`src/rtl/tbase_pkg.sv`:
```
package tbase_pkg;
  typedef enum logic [1:0] {
    SRC_SLOW = 2'b00,
    SRC_FAST = 2'b01,
    SRC_TMR  = 2'b10,
    SRC_PIN  = 2'b11
  } src_e;

  // mode byte field positions
  localparam int unsigned MB_IE   = 0;
  localparam int unsigned MB_SRC  = 1;
  localparam int unsigned MB_GATE = 3;
  localparam int unsigned MB_WD   = 4;
  // control byte field positions
  localparam int unsigned CB_RUN  = 0;
  localparam int unsigned CB_OVF  = 1;
  localparam int unsigned CB_EVT  = 2;
endpackage

```
`src/rtl/tbase_divider.sv`:
```
module tbase_divider #(
  parameter int unsigned DIV = 12
) (
  input  logic clk,
  input  logic rst_n,
  output logic tick
);
  localparam int unsigned W = (DIV > 1) ? $clog2(DIV) : 1;
  localparam logic [W-1:0] LAST = W'(DIV - 1);

  logic [W-1:0] ph_q, ph_d;

  always_comb begin
    tick = (ph_q == LAST);
    ph_d = tick ? '0 : ph_q + 1'b1;
  end

  always_ff @(posedge clk or negedge rst_n) begin
    if (!rst_n) ph_q <= '0;
    else        ph_q <= ph_d;
  end
endmodule

```
`src/rtl/tbase_pin_edge.sv`:
```
module tbase_pin_edge #(
  parameter int unsigned SYNC = 2
) (
  input  logic clk,
  input  logic rst_n,
  input  logic pin,
  output logic fall
);
  logic [SYNC:0] sr_q, sr_d;

  always_comb begin
    sr_d = {sr_q[SYNC-1:0], pin};
    fall = sr_q[SYNC] & ~sr_q[SYNC-1];
  end

  always_ff @(posedge clk or negedge rst_n) begin
    if (!rst_n) sr_q <= '0;
    else        sr_q <= sr_d;
  end
endmodule

```
`src/rtl/tbase_flags.sv`:
```
module tbase_flags (
  input  logic clk,
  input  logic rst_n,
  input  logic hw_ovf,
  input  logic hw_evt,
  input  logic wr,
  input  logic wr_ovf,
  input  logic wr_evt,
  output logic ovf_q,
  output logic evt_q
);
  logic ovf_d, evt_d;

  always_comb begin
    ovf_d = hw_ovf | (wr ? wr_ovf : ovf_q);
    evt_d = hw_evt | (wr ? (evt_q & wr_evt) : evt_q);
  end

  always_ff @(posedge clk or negedge rst_n) begin
    if (!rst_n) begin
      ovf_q <= 1'b0;
      evt_q <= 1'b0;
    end else begin
      ovf_q <= ovf_d;
      evt_q <= evt_d;
    end
  end

  p_ovf_sticky_r8: assert property (@(posedge clk) disable iff (!rst_n)
    ovf_q && !wr |=> ovf_q);
  p_hw_wins_r9: assert property (@(posedge clk) disable iff (!rst_n)
    hw_ovf |=> ovf_q);
  p_evt_set_r10: assert property (@(posedge clk) disable iff (!rst_n)
    hw_evt |=> evt_q);
  p_evt_no_sw_set_r10: assert property (@(posedge clk) disable iff (!rst_n)
    !evt_q && !hw_evt |=> !evt_q);
endmodule

```
`src/rtl/cnt_array_tbase.sv`:
```
module cnt_array_tbase
  import tbase_pkg::*;
#(
  parameter int unsigned CNT_W    = 16,
  parameter int unsigned SLOW_DIV = 12,
  parameter int unsigned FAST_DIV = 4,
  parameter int unsigned PIN_SYNC = 2
) (
  input  logic             clk,
  input  logic             rst_n,
  input  logic             mode_we,
  input  logic [7:0]       mode_wdata,
  input  logic             ctrl_we,
  input  logic [7:0]       ctrl_wdata,
  input  logic             t0_ovf,
  input  logic             ext_pin,
  input  logic             idle,
  input  logic             mc_strobe,
  output logic [7:0]       mode_rd,
  output logic [7:0]       ctrl_rd,
  output logic [CNT_W-1:0] count,
  output logic             irq
);
  localparam logic [CNT_W-1:0] CNT_MAX = '1;

  logic slow_tick, fast_tick, pin_fall;
  logic ie_q, wd_q, gate_q, run_q;
  logic ie_d, wd_d, gate_d, run_d;
  src_e src_q, src_d;
  logic [CNT_W-1:0] cnt_q, cnt_d;
  logic src_tick, cnt_en, wrap;
  logic ovf_q, evt_q;

  tbase_divider #(.DIV(SLOW_DIV)) u_slow (.clk(clk), .rst_n(rst_n), .tick(slow_tick));
  tbase_divider #(.DIV(FAST_DIV)) u_fast (.clk(clk), .rst_n(rst_n), .tick(fast_tick));
  tbase_pin_edge #(.SYNC(PIN_SYNC)) u_pin (.clk(clk), .rst_n(rst_n), .pin(ext_pin), .fall(pin_fall));

  // register next state
  always_comb begin
    ie_d   = ie_q;
    wd_d   = wd_q;
    gate_d = gate_q;
    src_d  = src_q;
    run_d  = run_q;
    if (mode_we) begin
      ie_d   = mode_wdata[MB_IE];
      wd_d   = mode_wdata[MB_WD];
      gate_d = mode_wdata[MB_GATE];
      src_d  = src_e'(mode_wdata[MB_SRC +: 2]);
    end
    if (ctrl_we) run_d = ctrl_wdata[CB_RUN];
  end

  // count source and counter next state
  always_comb begin
    unique case (src_q)
      SRC_SLOW: src_tick = slow_tick;
      SRC_FAST: src_tick = fast_tick;
      SRC_TMR:  src_tick = t0_ovf;
      default:  src_tick = pin_fall;
    endcase
    cnt_en = run_q & ~(idle & gate_q) & src_tick;
    wrap   = cnt_en & (cnt_q == CNT_MAX);
    cnt_d  = cnt_en ? cnt_q + 1'b1 : cnt_q;
  end

  always_ff @(posedge clk or negedge rst_n) begin
    if (!rst_n) begin
      ie_q   <= 1'b0;
      wd_q   <= 1'b0;
      gate_q <= 1'b0;
      src_q  <= SRC_SLOW;
      run_q  <= 1'b0;
      cnt_q  <= '0;
    end else begin
      ie_q   <= ie_d;
      wd_q   <= wd_d;
      gate_q <= gate_d;
      src_q  <= src_d;
      run_q  <= run_d;
      cnt_q  <= cnt_d;
    end
  end

  tbase_flags u_flags (
    .clk(clk), .rst_n(rst_n),
    .hw_ovf(wrap), .hw_evt(mc_strobe),
    .wr(ctrl_we), .wr_ovf(ctrl_wdata[CB_OVF]), .wr_evt(ctrl_wdata[CB_EVT]),
    .ovf_q(ovf_q), .evt_q(evt_q)
  );

  always_comb begin
    mode_rd = {3'b000, wd_q, gate_q, src_q, ie_q};
    ctrl_rd = {5'b00000, evt_q, ovf_q, run_q};
    count   = cnt_q;
    irq     = (ovf_q & ie_q) | evt_q;
  end

  p_hold_stopped_r2: assert property (@(posedge clk) disable iff (!rst_n)
    !run_q |=> $stable(cnt_q));
  p_idle_freeze_r7: assert property (@(posedge clk) disable iff (!rst_n)
    idle && gate_q |=> $stable(cnt_q));
  p_wrap_flag_r8: assert property (@(posedge clk) disable iff (!rst_n)
    cnt_en && (cnt_q == CNT_MAX) |=> ovf_q && (cnt_q == '0));
  p_irq_event_r11: assert property (@(posedge clk) disable iff (!rst_n)
    evt_q |-> irq);
  p_irq_quiet_r11: assert property (@(posedge clk) disable iff (!rst_n)
    !ovf_q && !evt_q |-> !irq);
endmodule

```
`config.mk`:
```
export PLATFORM = sky130hd
export DESIGN_NAME = cnt_array_tbase
export DESIGN_NICKNAME = d
export VERILOG_FILES = /design/src/rtl/tbase_pkg.sv /design/src/rtl/tbase_divider.sv /design/src/rtl/tbase_pin_edge.sv /design/src/rtl/tbase_flags.sv /design/src/rtl/cnt_array_tbase.sv
export SDC_FILE = /design/constraint.sdc
export NUM_CORES = 1
export LEC_CHECK = 0
export BUFFER_PORTS_ARGS = -buffer_cell sky130_fd_sc_hd__buf_2
export CAP_MARGIN = 20
export CORE_UTILIZATION = 25
export CTS_CLUSTER_SIZE = 30
export DETAILED_ROUTE_END_ITERATION = 7
export PLACE_DENSITY = 0.51
export SLEW_MARGIN = 10
export SYNTH_ARGS = -nofsm -noshare
export SYNTH_HDL_FRONTEND = slang
export SYNTH_SLANG_ARGS = --single-unit
export TNS_END_PERCENT = 1
```
`constraint.sdc`:
```
create_clock -name clk -period 3.9 [get_ports clk]
set_input_delay 0.39 -clock clk [delete_from_list [all_inputs] [get_ports clk]]
set_output_delay 0.39 -clock clk [all_outputs]
set_load 0.02 [all_outputs]
```
### After elaboration in Yosys (flattened, before gate mapping)

Cells that the tools add are included.

* add/subtract/negate cells: 3
* equal/unequal tests: 5
* muxes and demuxes: 5
* bitwise operators: 12
* reductions and logical operators: 1

Operator list (number)
* 16-bit by 1-bit adder with 16-bit output, second input constant: 1
* 16-bit equality test, second input constant: 1
* 1-bit bitwise AND: 7
* 4-bit by 1-bit adder with 4-bit output, second input constant: 1
* 2-bit equality test, second input constant: 2
* 4-bit equality test, second input constant: 1
* 4-bit 2-to-1 mux: 1
* 1-bit bitwise OR: 3
* 1-bit one-hot mux with 3 select lines: 1
* 2-bit by 1-bit adder with 2-bit output, second input constant: 1
* 2-bit by 1-bit equality test with 1-bit output, second input constant: 1
* 2-bit logical NOT: 1
* 1-bit 2-to-1 mux: 2
* 2-bit 2-to-1 mux: 1
* 1-bit NOT: 2

* flip-flop bits (word level): 33
* input port bits: 24
* output and inout port bits: 33
* logic and storage cells: 37

### Depth between registers and ports, before layout

Gate-level depths: netlist of run 1.

* word-level depth: 6
* mapped depth: 6
* mapped depth without buffers: 5

### Cells and area by module

Synthesis of run 1 repeated with hierarchy kept, for this count alone.

* cells, all modules: 127
* area total of the unflattened synthesis: 1531.5 µm²

Modules (own cells, without submodules)
* cnt_array_tbase: times used 1, cells an instance 99, area each 1123.6 µm², sequential area each 550.5 µm²
* tbase_divider (u_slow): times used 1, cells an instance 14, area each 173.9 µm², sequential area each 100.1 µm²
* tbase_pin_edge: times used 1, cells an instance 4, area each 88.8 µm², sequential area each 75.1 µm²
* tbase_flags: times used 1, cells an instance 6, area each 78.8 µm², sequential area each 50.0 µm²
* tbase_divider (u_fast): times used 1, cells an instance 4, area each 66.3 µm², sequential area each 50.0 µm²

### Worst setup path after synthesis of run 1

No wires, ideal clock.

* path type: register to register
* from: reg u_slow.ph_q[0]
* to: reg cnt_q[1] (netlist: count[1])
* setup time: 0.125 ns
* data arrival time: 1.735 ns
* data required time: 3.775 ns
* slack: 2.040 ns
* cell stages (with the launch flop): 6
* buffers on the path: 0
* cells stage by stage: dfrtp_1 ha_1 and3b_1 mux4_2 nand2_1 mux2_2

* cells in the longest elaborated chain, start to end: 3

RTL lines
* from (decl): line tbase_divider.sv:11 `logic [W-1:0] ph_q, ph_d;`
* from (signal assigned): line tbase_divider.sv:20 `else ph_q <= ph_d;`
* 4-bit equality test: line tbase_divider.sv:14 `tick = (ph_q == LAST);`
* 1-bit one-hot mux with 3 select lines: line cnt_array_tbase.sv:56 `unique case (src_q)`
* 1-bit bitwise AND: line cnt_array_tbase.sv:62 `cnt_en = run_q & ~(idle & gate_q) & src_tick;`
* to (signal assigned): line cnt_array_tbase.sv:81 `cnt_q <= cnt_d;`
* to (decl): line cnt_array_tbase.sv:30 `logic [CNT_W-1:0] cnt_q, cnt_d;`

Every way passes these cells.
A chain may end at the register's enable or synchronous reset.

### Worst setup path after layout of run 1

Ends and elaborated chain as after synthesis.

==> results of run 1 <==
==> where the power goes <==
group | internal, mW | switching [mW] | leakage [nW]
combinational | 0.0604 | 0.0906 | 0.375
clock | 0.208 | 0.123 | 0.0574
sequential | 0.374 | 0.0393 | 0.419
==> synthesized netlist by cell type <==
master	n	area, um^2
sky130_fd_sc_hd__dfrtp_1	33	825.8
sky130_fd_sc_hd__xnor2_1	16	140.1
sky130_fd_sc_hd__buf_4	14	105.1
sky130_fd_sc_hd__nand3_1	10	50.05
sky130_fd_sc_hd__mux2_2	8	90.09
sky130_fd_sc_hd__nand2_1	7	26.28
sky130_fd_sc_hd__nand4_1	7	43.79
sky130_fd_sc_hd__nor2_1	5	18.77
sky130_fd_sc_hd__nor3_1	4	20.02
sky130_fd_sc_hd__ha_1	3	37.54
sky130_fd_sc_hd__a21o_1	2	15.01
sky130_fd_sc_hd__and2_1	2	12.51
sky130_fd_sc_hd__nand2b_1	2	12.51
sky130_fd_sc_hd__o21ai_0	2	10.01
sky130_fd_sc_hd__a21bo_2	1	10.01
sky130_fd_sc_hd__a21boi_0	1	7.510
sky130_fd_sc_hd__and3_1	1	6.260
sky130_fd_sc_hd__and3b_1	1	8.760
sky130_fd_sc_hd__buf_6	1	11.26
sky130_fd_sc_hd__clkbuf_1	1	3.750
sky130_fd_sc_hd__conb_1	1	3.750
sky130_fd_sc_hd__inv_1	1	3.750
sky130_fd_sc_hd__mux2i_1	1	10.01
sky130_fd_sc_hd__mux4_2	1	22.52
sky130_fd_sc_hd__nand3_2	1	10.01
sky130_fd_sc_hd__nor2b_1	1	6.260
sky130_fd_sc_hd__nor4_1	1	6.260
==> area by class of cell <==
type / instances / area [um^2]
inverters: 1 / 3.754
multi-input cells: 85 / 594.3
well taps: 75 / 93.84
clock buffers: 6 / 82.58
clock inverters: 2 / 37.54
flip-flops and latches: 33 / 825.8
repair buffers: 40 / 200.2
fillers: 627 / 4048
==> metrics by stage <==
| step | utilization, % | power, mW | hold WS [ps] | cell area [um^2] |
|---|---|---|---|---|
| after global routing | 31.23 | 0.9477 | 205.7 | 1838 |
| after global placement | 29.19 | 0.5717 | 334.0 | 1718 |
| after detailed placement | 29.19 | 0.5732 | 341.1 | 1718 |
| after floorplan | - | 0.5238 | 94.41 | 1544 |
| after CTS | 31.23 | 0.9125 | 186.0 | 1838 |
| final | 31.23 | 0.8953 | 156.5 | 1838 |
==> cell families after synthesis <==
logic type	count (synthesis)	share of synthesized area (%)
fa+ha+maj	3	2.473
xor+xnor	16	9.233
compound gates	6	2.803
other cells	1	0.2471
mux	10	8.079
buf+inv	17	8.161
simple gates	42	14.59
flops	33	54.41
==> registers in the layout, summed over array words and instances (netlist names) <==
signal / count
src_q: 2
ie_q: 1
count: 16
u_fast.ph_q: 2
wd_q: 1
u_flags.evt_q: 1
u_pin.sr_q: 3
gate_q: 1
u_slow.ph_q: 4
run_q: 1
u_flags.ovf_q: 1
==> critical path: stages (launching register included) <==
cell	delay, ps
sky130_fd_sc_hd__dfrtp_1	400
sky130_fd_sc_hd__ha_1	230
sky130_fd_sc_hd__and3b_1	200
sky130_fd_sc_hd__mux4_2	640
sky130_fd_sc_hd__nand2_1	170
sky130_fd_sc_hd__mux2_2	340
==> path summary, 6_finish.rpt <==
| path | startpoint | to | cells past startpoint |
|---|---|---|---|
| setup / recovery | u_slow.ph_q[0] | count[1] | 5 |
| hold / removal | rst_n | run_q | 1 |
| setup reg to reg | u_slow.ph_q[0] | count[1] | 5 |
| hold reg to reg | u_pin.sr_q[0] | u_pin.sr_q[1] | 0 |
| max in group asynchronous | rst_n | count[4] | 1 |
| min in group clk | ext_pin | u_pin.sr_q[0] | 1 |
==> layer usage <==
metal | wire length [um] | part of all wire, %
met5 | 0 | 0
met4 | 46 | 1.7
met3 | 153 | 5.6
met2 | 1248 | 45
met1 | 1295 | 47
==> impl_table.tex, run 1 <==
\begin{tabular}{lr}
\hline
Metric & Value \\
\hline
\multicolumn{2}{l}{\textbf{CTS}} \\
\quad Post-cts hold buffer count & 0 \\
\quad Total clock buffers created by CTS & 5 \\
\quad Insertion delay to the later sink of the worst-skew pair & 280 ps \\
\quad Clk Tree Root Cell & sky130\_fd\_sc\_hd\_\_clkbuf\_8 \\
\quad H-Tree Level Count & 2 \\
\quad Number of cells upsized or downsized after cts & 0 \\
\quad Postcts setup bufs & 0 \\
\quad Clock tree from TritonCTS & done \\
\quad Clock slew at the register clock pins of the worst setup and hold paths & 70 ps \\
\quad Number of sinks driven by the clock tree & 33 \\
\quad Number of buffers on the longest clock path & 2 \\
\multicolumn{2}{l}{\textbf{Route}} \\
\quad Wire length per cell after detailed routing & 11.34 um \\
\quad Antenna Nets Post-Route & 0 \\
\quad Via count & 1,010 \\
\quad Number of optimization iterations in the first detailed-route pass & 4 \\
\quad Vias per cell & 4.174 \\
\quad Post-detailed-routing wire length & 2744 um \\
\quad First-iteration detailed-routing DRC count & 24 \\
\quad DRC violation count after routing & 0 \\
\multicolumn{2}{l}{\textbf{Worst setup path}} \\
\quad Arrival time at the worst endpoint & 2260 ps \\
\quad Critical Setup Path Class & reg2reg \\
\quad Startpoint class of the critical path & register \\
\quad Sort of element at the end of the critical path & register \\
\quad Crit path required time & 4070 ps \\
\quad Worst reg2reg setup slack & 1810 ps \\
\quad Biggest fanout along the worst timing path & 16 \\
\multicolumn{2}{l}{\textbf{Timing}} \\
\quad Aggregate negative setup slack & 0 ps \\
\quad Worst-Margin Slew & 715.2 ps \\
\quad Min cycle time layout & 2092 ps \\
\quad Setup Skew & 4.925 ps \\
\quad Highest clock rate & 478.1 MHz \\
\quad Final setup vio count & 0 \\
\quad Number of max-slew violations in the final report & 0 \\
\quad Final setup slack of the worst path & 1808 ps \\
\quad Crit share post-route & 53.64\% \\
\quad Total count of hold-check failures in the final report & 0 \\
\quad Unrepaired setup endpoints after global routing & no \\
\quad Relative slew margins & 52.32\% \\
\multicolumn{2}{l}{\textbf{Logic synthesis}} \\
\quad Instance count of the mapped netlist & 128 \\
\quad Number of warnings issued by yosys & 0 \\
\quad Synthesized area per cell & 11.86 um\^{}2 \\
\quad Flip-flop and latch count after synthesis & 33 \\
\quad Seq/Total Area, Yosys & 54.41\% \\
\quad Number of library cell types mapped by synthesis & 27 \\
\quad Cell area after synthesis & 1518 um\^{}2 \\
\multicolumn{2}{l}{\textbf{Layout}} \\
\quad Final-stage net count & 193 \\
\quad Layout cells sized above 1 & 35.33\% \\
\quad Count of non-filler cells in the finished layout & 242 \\
\quad Most used cells in the layout excluding fill and tap cells & 40 x sky130\_fd\_sc\_hd\_\_buf\_2, 33 x sky130\_fd\_sc\_hd\_\_dfrtp\_1, 16 x sky130\_fd\_sc\_hd\_\_xnor2\_1 \\
\quad Most common cell after layout, fill and taps aside & sky130\_fd\_sc\_hd\_\_buf\_2 \\
\quad Antenna cells & 0 \\
\quad Layout overhead on the synthesized area & 21.10\% \\
\multicolumn{2}{l}{\textbf{Placement}} \\
\quad Half-perimeter wire length of the detailed placement result & 2052 um \\
\quad Number of port buffers & 40 \\
\quad Placed insts & 234 \\
\quad Pre-CTS setup slack & 1812 ps \\
\quad Routability congestion estimate from global placement & 0.7055 \\
\multicolumn{2}{l}{\textbf{GRT}} \\
\quad Pin count of the biggest net entering global routing & 34 \\
\quad Met3 Track Usage GR & 3.086\% \\
\quad Global routing's busiest layer & met2 \\
\quad Global-route wire length before repair & 4588 um \\
\quad Number of global-route vias before repair & 963 \\
\quad Congestion Overflow GR & 0 \\
\quad Global Route met2 Usage & 14.70\% \\
\quad Global-route total usage across every layer & 9.620\% \\
\quad Number of antenna violations at the first check in global routing & 0 \\
\quad M1 GR Usage & 12.25\% \\
\multicolumn{2}{l}{\textbf{Floorplanning}} \\
\quad Placeable core region & 5886 um\^{}2 \\
\quad Site Rows & 28 \\
\quad Width of the chip & 79.92 um \\
\quad Boundary Pins & 57 \\
\quad DIE AREA & 6386 um\^{}2 \\
\quad Initial cell density of the core & 25.79\% \\
\quad Chip Height & 79.92 um \\
\multicolumn{2}{l}{\textbf{Power}} \\
\quad Leakage component of the power & 0.8518 nW \\
\quad Power density over cell area & 487.1 nW/um\^{}2 \\
\quad IR Drop Worst-Case VDD & 208.7 uV \\
\multicolumn{2}{l}{\textbf{Hold path}} \\
\quad Worst hold path type & in2async \\
\multicolumn{2}{l}{\textbf{Outcome}} \\
\quad Outcome & finished clean \\
\multicolumn{2}{l}{\textbf{Run}} \\
\quad Maxcap violations & 0 \\
\hline
\end{tabular}
Power figures use the tool's default switching activity.
==> inputs of run 2 (changes only) <==
==> constraint.sdc (replaced) <==
create_clock -name clk -period 2.08 [get_ports clk]
set_input_delay 0.208 -clock clk [delete_from_list [all_inputs] [get_ports clk]]
set_output_delay 0.208 -clock clk [all_outputs]
set_load 0.02 [all_outputs]
==> impl_table.tex, run 2 (synthesis gave the netlist of run 1 again) <==
\begin{tabular}{lr}
\hline
Metric & Value \\
\hline
\multicolumn{2}{l}{\textbf{Power}} \\
\quad Int Pwr & 1.299 mW \\
\quad Power density over cell area & 954.4 nW/um\^{}2 \\
\quad Portion of total power attributed to combinational logic & 16.0\% \\
\quad Clock network fraction of total power & 41.0\% \\
\quad IR Drop Worst-Case VDD & 414.2 uV \\
\quad Switching power of the nets & 0.4886 mW \\
\quad Leakage component of the power & 0.8725 nW \\
\quad Sw Ratio & 27.33\% \\
\quad Sequential share of power & 43.0\% \\
\multicolumn{2}{l}{\textbf{Route}} \\
\quad Vias per cell & 4.209 \\
\quad Detailed route wirelength on metal3 & 167 um \\
\quad Highest routed metal layer & met4 \\
\quad Post-detailed-routing wire length & 2775 um \\
\quad Met2 wire len & 1215 um \\
\quad Number of optimization iterations in the first detailed-route pass & 4 \\
\quad Via count & 1,027 \\
\quad Met1 wire length & 1331 um \\
\quad First-iteration detailed-routing DRC count & 50 \\
\quad DRC violation count after routing & 0 \\
\quad Antenna Nets Post-Route & 0 \\
\quad Wire length per cell after detailed routing & 11.37 um \\
\multicolumn{2}{l}{\textbf{Worst setup path}} \\
\quad Worst reg2reg setup slack & 180 ps \\
\quad Cell Chain, Critical Path & ha\_1, and3b\_1, mux4\_2, nand2\_1, mux2\_2 \\
\quad Sort of element at the end of the critical path & register \\
\quad Count of buffer and inverter cells on the critical path & 0 \\
\quad Startpoint class of the critical path & register \\
\quad CP max stage cell & sky130\_fd\_sc\_hd\_\_mux4\_2 \\
\quad CP top delay family & multiplexers \\
\quad Crit path required time & 2260 ps \\
\quad Critical Setup Path Class & reg2reg \\
\quad Arrival time at the worst endpoint & 2080 ps \\
\quad Biggest fanout along the worst timing path & 3 \\
\quad Crit path largest cell delay & 480 ps \\
\multicolumn{2}{l}{\textbf{Timing}} \\
\quad Relative slew margins & 50.64\% \\
\quad Highest clock rate & 525.5 MHz \\
\quad Number of max-slew violations in the final report & 0 \\
\quad Unrepaired setup endpoints after global routing & no \\
\quad Aggregate negative setup slack & 0 ps \\
\quad Total count of hold-check failures in the final report & 0 \\
\quad Final setup vio count & 0 \\
\quad Crit share post-route & 91.48\% \\
\quad Min cycle time layout & 1903 ps \\
\quad Final setup slack of the worst path & 177.2 ps \\
\quad Worst-Margin Slew & 740.4 ps \\
\quad Setup Skew & 8.941 ps \\
\multicolumn{2}{l}{\textbf{CTS}} \\
\quad Clk Tree Root Cell & sky130\_fd\_sc\_hd\_\_clkbuf\_8 \\
\quad Total clock buffers created by CTS & 5 \\
\quad Number of sinks driven by the clock tree & 33 \\
\quad Insertion delay to the later sink of the worst-skew pair & 290 ps \\
\quad H-Tree Level Count & 2 \\
\quad Number of buffers on the longest clock path & 2 \\
\quad Clock slew at the register clock pins of the worst setup and hold paths & 80 ps \\
\quad Number of cells upsized or downsized after cts & 0 \\
\quad Clock tree from TritonCTS & done \\
\multicolumn{2}{l}{\textbf{Floorplanning}} \\
\quad Chip Height & 79.92 um \\
\quad Site Rows & 28 \\
\quad Placeable core region & 5886 um\^{}2 \\
\quad Initial cell density of the core & 25.79\% \\
\quad DIE AREA & 6386 um\^{}2 \\
\quad Boundary Pins & 57 \\
\quad Width of the chip & 79.92 um \\
\multicolumn{2}{l}{\textbf{GRT}} \\
\quad Pin count of the biggest net entering global routing & 34 \\
\quad Number of antenna violations at the first check in global routing & 0 \\
\quad Congestion Overflow GR & 0 \\
\quad Number of global-route vias before repair & 944 \\
\quad Global-route total usage across every layer & 9.377\% \\
\quad Global-route wire length before repair & 4416 um \\
\multicolumn{2}{l}{\textbf{Placement}} \\
\quad Half-perimeter wire length of the detailed placement result & 2028 um \\
\quad Pre-CTS setup slack & 191.9 ps \\
\quad Routability congestion estimate from global placement & 0.7288 \\
\quad Number of port buffers & 40 \\
\multicolumn{2}{l}{\textbf{Layout}} \\
\quad Fill count & 621 \\
\quad Layout overhead on the synthesized area & 23.41\% \\
\quad Antenna cells & 0 \\
\quad Number of flip-flops in the largest register & 16 \\
\quad Most common cell after layout, fill and taps aside & sky130\_fd\_sc\_hd\_\_buf\_2 \\
\quad Layout cells sized above 1 & 35.50\% \\
\quad Most used cells in the layout excluding fill and tap cells & 40 x sky130\_fd\_sc\_hd\_\_buf\_2, 33 x sky130\_fd\_sc\_hd\_\_dfrtp\_1, 16 x sky130\_fd\_sc\_hd\_\_xnor2\_1 \\
\quad Final-stage net count & 195 \\
\multicolumn{2}{l}{\textbf{Hold path}} \\
\quad Worst hold path type & in2reg \\
\multicolumn{2}{l}{\textbf{Outcome}} \\
\quad Outcome & finished clean \\
\multicolumn{2}{l}{\textbf{Run}} \\
\quad Maxcap violations & 0 \\
\hline
\end{tabular}
run 2: changes by cell type in the layout (fill, tap and decap cells not counted), sizes merged:
cell	change
buf	+1
dlygate4sd3	+1
inv	+1
clkbuf	-1
clkinvlp	-1
bufinv	+1
run 2: through the flow:
step	cell area, um^2	hold slack, ps	cells	utilization (%)	total power, mW
2_1_floorplan	1544	-87.59	135	-	0.9822
3_3_place_gp	1725	317.0	235	29.32	1.071
3_5_place_dp	1725	319.2	235	29.32	1.072
4_1_cts	1873	12.91	244	31.82	1.824
5_1_grt	1873	12.47	244	31.82	1.874
6_report	1873	24.37	244	31.82	1.788
run 2: final cells by class:
class	instances	area, um^2	area share [%]
inverter	1	3.754	0.2004
tap	75	93.84	5.010
timing repair buffer	42	217.7	11.62
clock inverter	3	68.82	3.674
clock buffer	5	68.82	3.674
sequential	33	825.8	44.09
multi-input combinational	85	594.3	31.73
run 2: repair_timing:
item,in CTS,in global routing
endpoints found under the hold margin,12,0
hold buffers,1,0
buffers inserted,0,0
run 2: layer usage:
metal  GRT usage, %  vias to the layer above
met1          12.18                      489
met2          13.25                       37
met3          3.086                        5
met5              0                        -
met4          5.893                        0
li1               -                      496
run 2: path summary, 6_finish.rpt:
kind | startpoint | to | cells past startpoint
min in group asynchronous | rst_n | count[4] | 2
worst min register to register | u_pin.sr_q[0] | u_pin.sr_q[1] | 0
max in group asynchronous | rst_n | src_q[1] | 2
worst max-delay path | u_slow.ph_q[0] | count[1] | 5
worst max register to register | u_slow.ph_q[0] | count[1] | 5
worst min-delay path | ext_pin | u_pin.sr_q[0] | 1
run 2: power by group through the flow:
stage | clock network, mW | registers (mW) | logic (mW)
after floorplan | 0 | 0.827 | 0.156
after global placement | 0 | 0.786 | 0.285
after CTS | 0.761 | 0.773 | 0.290
final | 0.732 | 0.770 | 0.286
after global routing | 0.775 | 0.784 | 0.315
after detailed placement | 0 | 0.784 | 0.289
==> inputs of run 3 (changes only) <==
--- a/config.mk
+++ b/config.mk
@@ -10,7 +10,9 @@
 export CORE_UTILIZATION = 25
 export CTS_CLUSTER_SIZE = 30
 export DETAILED_ROUTE_END_ITERATION = 7
+export MAX_ROUTING_LAYER = met4
 export PLACE_DENSITY = 0.51
+export RECOVER_POWER = 25
 export SLEW_MARGIN = 10
 export SYNTH_ARGS = -nofsm -noshare
 export SYNTH_HDL_FRONTEND = slang
==> impl_table.tex, run 3 (synthesis gave the netlist of run 1 again) <==
\begin{tabular}{lr}
\hline
Metric & Value \\
\hline
\multicolumn{2}{l}{\textbf{Layout}} \\
\quad Count of non-filler cells in the finished layout & 244 \\
\quad Multi-input gate area in the final layout & 594.3 um\^{}2 \\
\quad Most common cell after layout, fill and taps aside & sky130\_fd\_sc\_hd\_\_buf\_2 \\
\quad Antenna cells & 0 \\
\quad Fill count & 625 \\
\quad Layout overhead on the synthesized area & 22.92\% \\
\quad Number of flip-flops in the largest register & 16 \\
\quad Flip-flop and latch area & 825.8 um\^{}2 \\
\quad Util after Layout & 31.70\% \\
\quad Final-stage net count & 195 \\
\quad Most used cells in the layout excluding fill and tap cells & 34 x sky130\_fd\_sc\_hd\_\_buf\_2, 33 x sky130\_fd\_sc\_hd\_\_dfrtp\_1, 16 x sky130\_fd\_sc\_hd\_\_xnor2\_1 \\
\quad Layout cells sized above 1 & 31.95\% \\
\quad Final cell area excluding filler cells & 1866 um\^{}2 \\
\multicolumn{2}{l}{\textbf{CTS}} \\
\quad Clock tree from TritonCTS & done \\
\quad Number of sinks driven by the clock tree & 33 \\
\quad Clk Tree Root Cell & sky130\_fd\_sc\_hd\_\_clkbuf\_8 \\
\quad Clock slew at the register clock pins of the worst setup and hold paths & 80 ps \\
\quad H-Tree Level Count & 2 \\
\quad Total clock buffers created by CTS & 5 \\
\quad Postcts setup bufs & 0 \\
\quad Number of buffers on the longest clock path & 2 \\
\quad Insertion delay to the later sink of the worst-skew pair & 290 ps \\
\multicolumn{2}{l}{\textbf{Timing}} \\
\quad Setup Skew & 9.005 ps \\
\quad Final setup vio count & 0 \\
\quad Crit share post-route & 91.48\% \\
\quad Number of max-slew violations in the final report & 0 \\
\quad Min cycle time layout & 1903 ps \\
\quad Worst-Margin Slew & 741.6 ps \\
\quad Tightest hold margin & 24.49 ps \\
\quad Unrepaired setup endpoints after global routing & no \\
\quad Total count of hold-check failures in the final report & 0 \\
\quad Relative slew margins & 50.56\% \\
\quad Highest clock rate & 525.6 MHz \\
\quad Final setup slack of the worst path & 177.2 ps \\
\quad Aggregate negative setup slack & 0 ps \\
\multicolumn{2}{l}{\textbf{Route}} \\
\quad Via count & 1,028 \\
\quad Number of optimization iterations in the first detailed-route pass & 4 \\
\quad Antenna Nets Post-Route & 0 \\
\quad First-iteration detailed-routing DRC count & 58 \\
\quad Vias per cell & 4.213 \\
\quad Post-detailed-routing wire length & 2771 um \\
\quad Wire length per cell after detailed routing & 11.36 um \\
\quad DRC violation count after routing & 0 \\
\multicolumn{2}{l}{\textbf{Worst setup path}} \\
\quad Startpoint class of the critical path & register \\
\quad Logic depth of the worst register-to-register path & 5 \\
\quad Sort of element at the end of the critical path & register \\
\quad Critical Setup Path Class & reg2reg \\
\quad Arrival time at the worst endpoint & 2080 ps \\
\quad Biggest fanout along the worst timing path & 3 \\
\quad Crit path required time & 2260 ps \\
\multicolumn{2}{l}{\textbf{Floorplanning}} \\
\quad Initial cell density of the core & 25.79\% \\
\quad Site Rows & 28 \\
\quad Boundary Pins & 57 \\
\quad Width of the chip & 79.92 um \\
\quad Placeable core region & 5886 um\^{}2 \\
\quad Chip Height & 79.92 um \\
\quad DIE AREA & 6386 um\^{}2 \\
\multicolumn{2}{l}{\textbf{Placement}} \\
\quad Placed Instance Area & 1725 um\^{}2 \\
\quad Half-perimeter wire length of the detailed placement result & 2028 um \\
\quad Pre-CTS setup slack & 191.9 ps \\
\quad Number of port buffers & 40 \\
\quad Placed insts & 235 \\
\quad Routability congestion estimate from global placement & 0.7376 \\
\multicolumn{2}{l}{\textbf{Run}} \\
\quad Maxcap violations & 0 \\
\multicolumn{2}{l}{\textbf{GRT}} \\
\quad Congestion Overflow GR & 0 \\
\quad Number of global-route vias before repair & 943 \\
\quad Global-route wire length before repair & 4422 um \\
\quad Global-route total usage across every layer & 9.634\% \\
\quad Number of antenna violations at the first check in global routing & 0 \\
\quad Pin count of the biggest net entering global routing & 34 \\
\multicolumn{2}{l}{\textbf{Power}} \\
\quad Leakage component of the power & 0.8552 nW \\
\quad PnR Total Power & 1.786 mW \\
\quad Power density over cell area & 957.4 nW/um\^{}2 \\
\quad IR Drop Worst-Case VDD & 415.8 uV \\
\multicolumn{2}{l}{\textbf{Outcome}} \\
\quad Outcome & finished clean \\
\multicolumn{2}{l}{\textbf{Hold path}} \\
\quad Cells on Worst Hold Path & 1 \\
\quad Worst hold path type & in2reg \\
\hline
\end{tabular}
==> run 3: power by group <==
group / switching (mW) / leakage [nW] / internal, mW / total [mW]
sequential: 0.0687 / 0.419 / 0.701 / 0.770
clock: 0.250 / 0.0687 / 0.482 / 0.732
combinational: 0.171 / 0.367 / 0.113 / 0.284
total: 0.490 / 0.855 / 1.30 / 1.79
==> run 3: timing repair <==
item | CTS | global route
hold buffers | 1 | 0
gates resized for setup | 0 | 0
hold endpoints to repair | 12 | 0
==> run 3: worst max-delay path, cell delays in order (launching register included) <==
cell	delay (ps)
sky130_fd_sc_hd__dfrtp_1	400
sky130_fd_sc_hd__ha_1	230
sky130_fd_sc_hd__and3b_1	200
sky130_fd_sc_hd__mux4_2	480
sky130_fd_sc_hd__nand2_1	130
sky130_fd_sc_hd__mux2_2	340
==> run 3: worst paths after layout <==
check / start / slack, ps / to
setup / recovery: u_slow.ph_q[0] / 180 / count[1]
hold / removal: ext_pin / 20 / u_pin.sr_q[0]
setup reg to reg: u_slow.ph_q[0] / 180 / count[1]
hold reg to reg: u_pin.sr_q[0] / 350 / u_pin.sr_q[1]
max in group asynchronous: rst_n / 1090 / src_q[1]
min in group asynchronous: rst_n / 510 / count[4]
==> run 3: per-layer routing <==
layer	GRT usage, %	wire (um)	vias to the layer above
li1	-	-	496
met1	12.32	1333	490
met2	13.25	1219	37
met3	2.857	156	5
met4	5.893	61	0
met5	-	0	-
==> run 3: area by class of cell <==
| class | count | area share [%] |
|---|---|---|
| tap | 75 | 5.030 |
| clock inverter | 3 | 3.689 |
| clock buffer | 5 | 3.689 |
| sequential | 33 | 44.27 |
| timing repair buffer | 42 | 11.27 |
| inverter | 1 | 0.2012 |
| multi-input combinational | 85 | 31.86 |
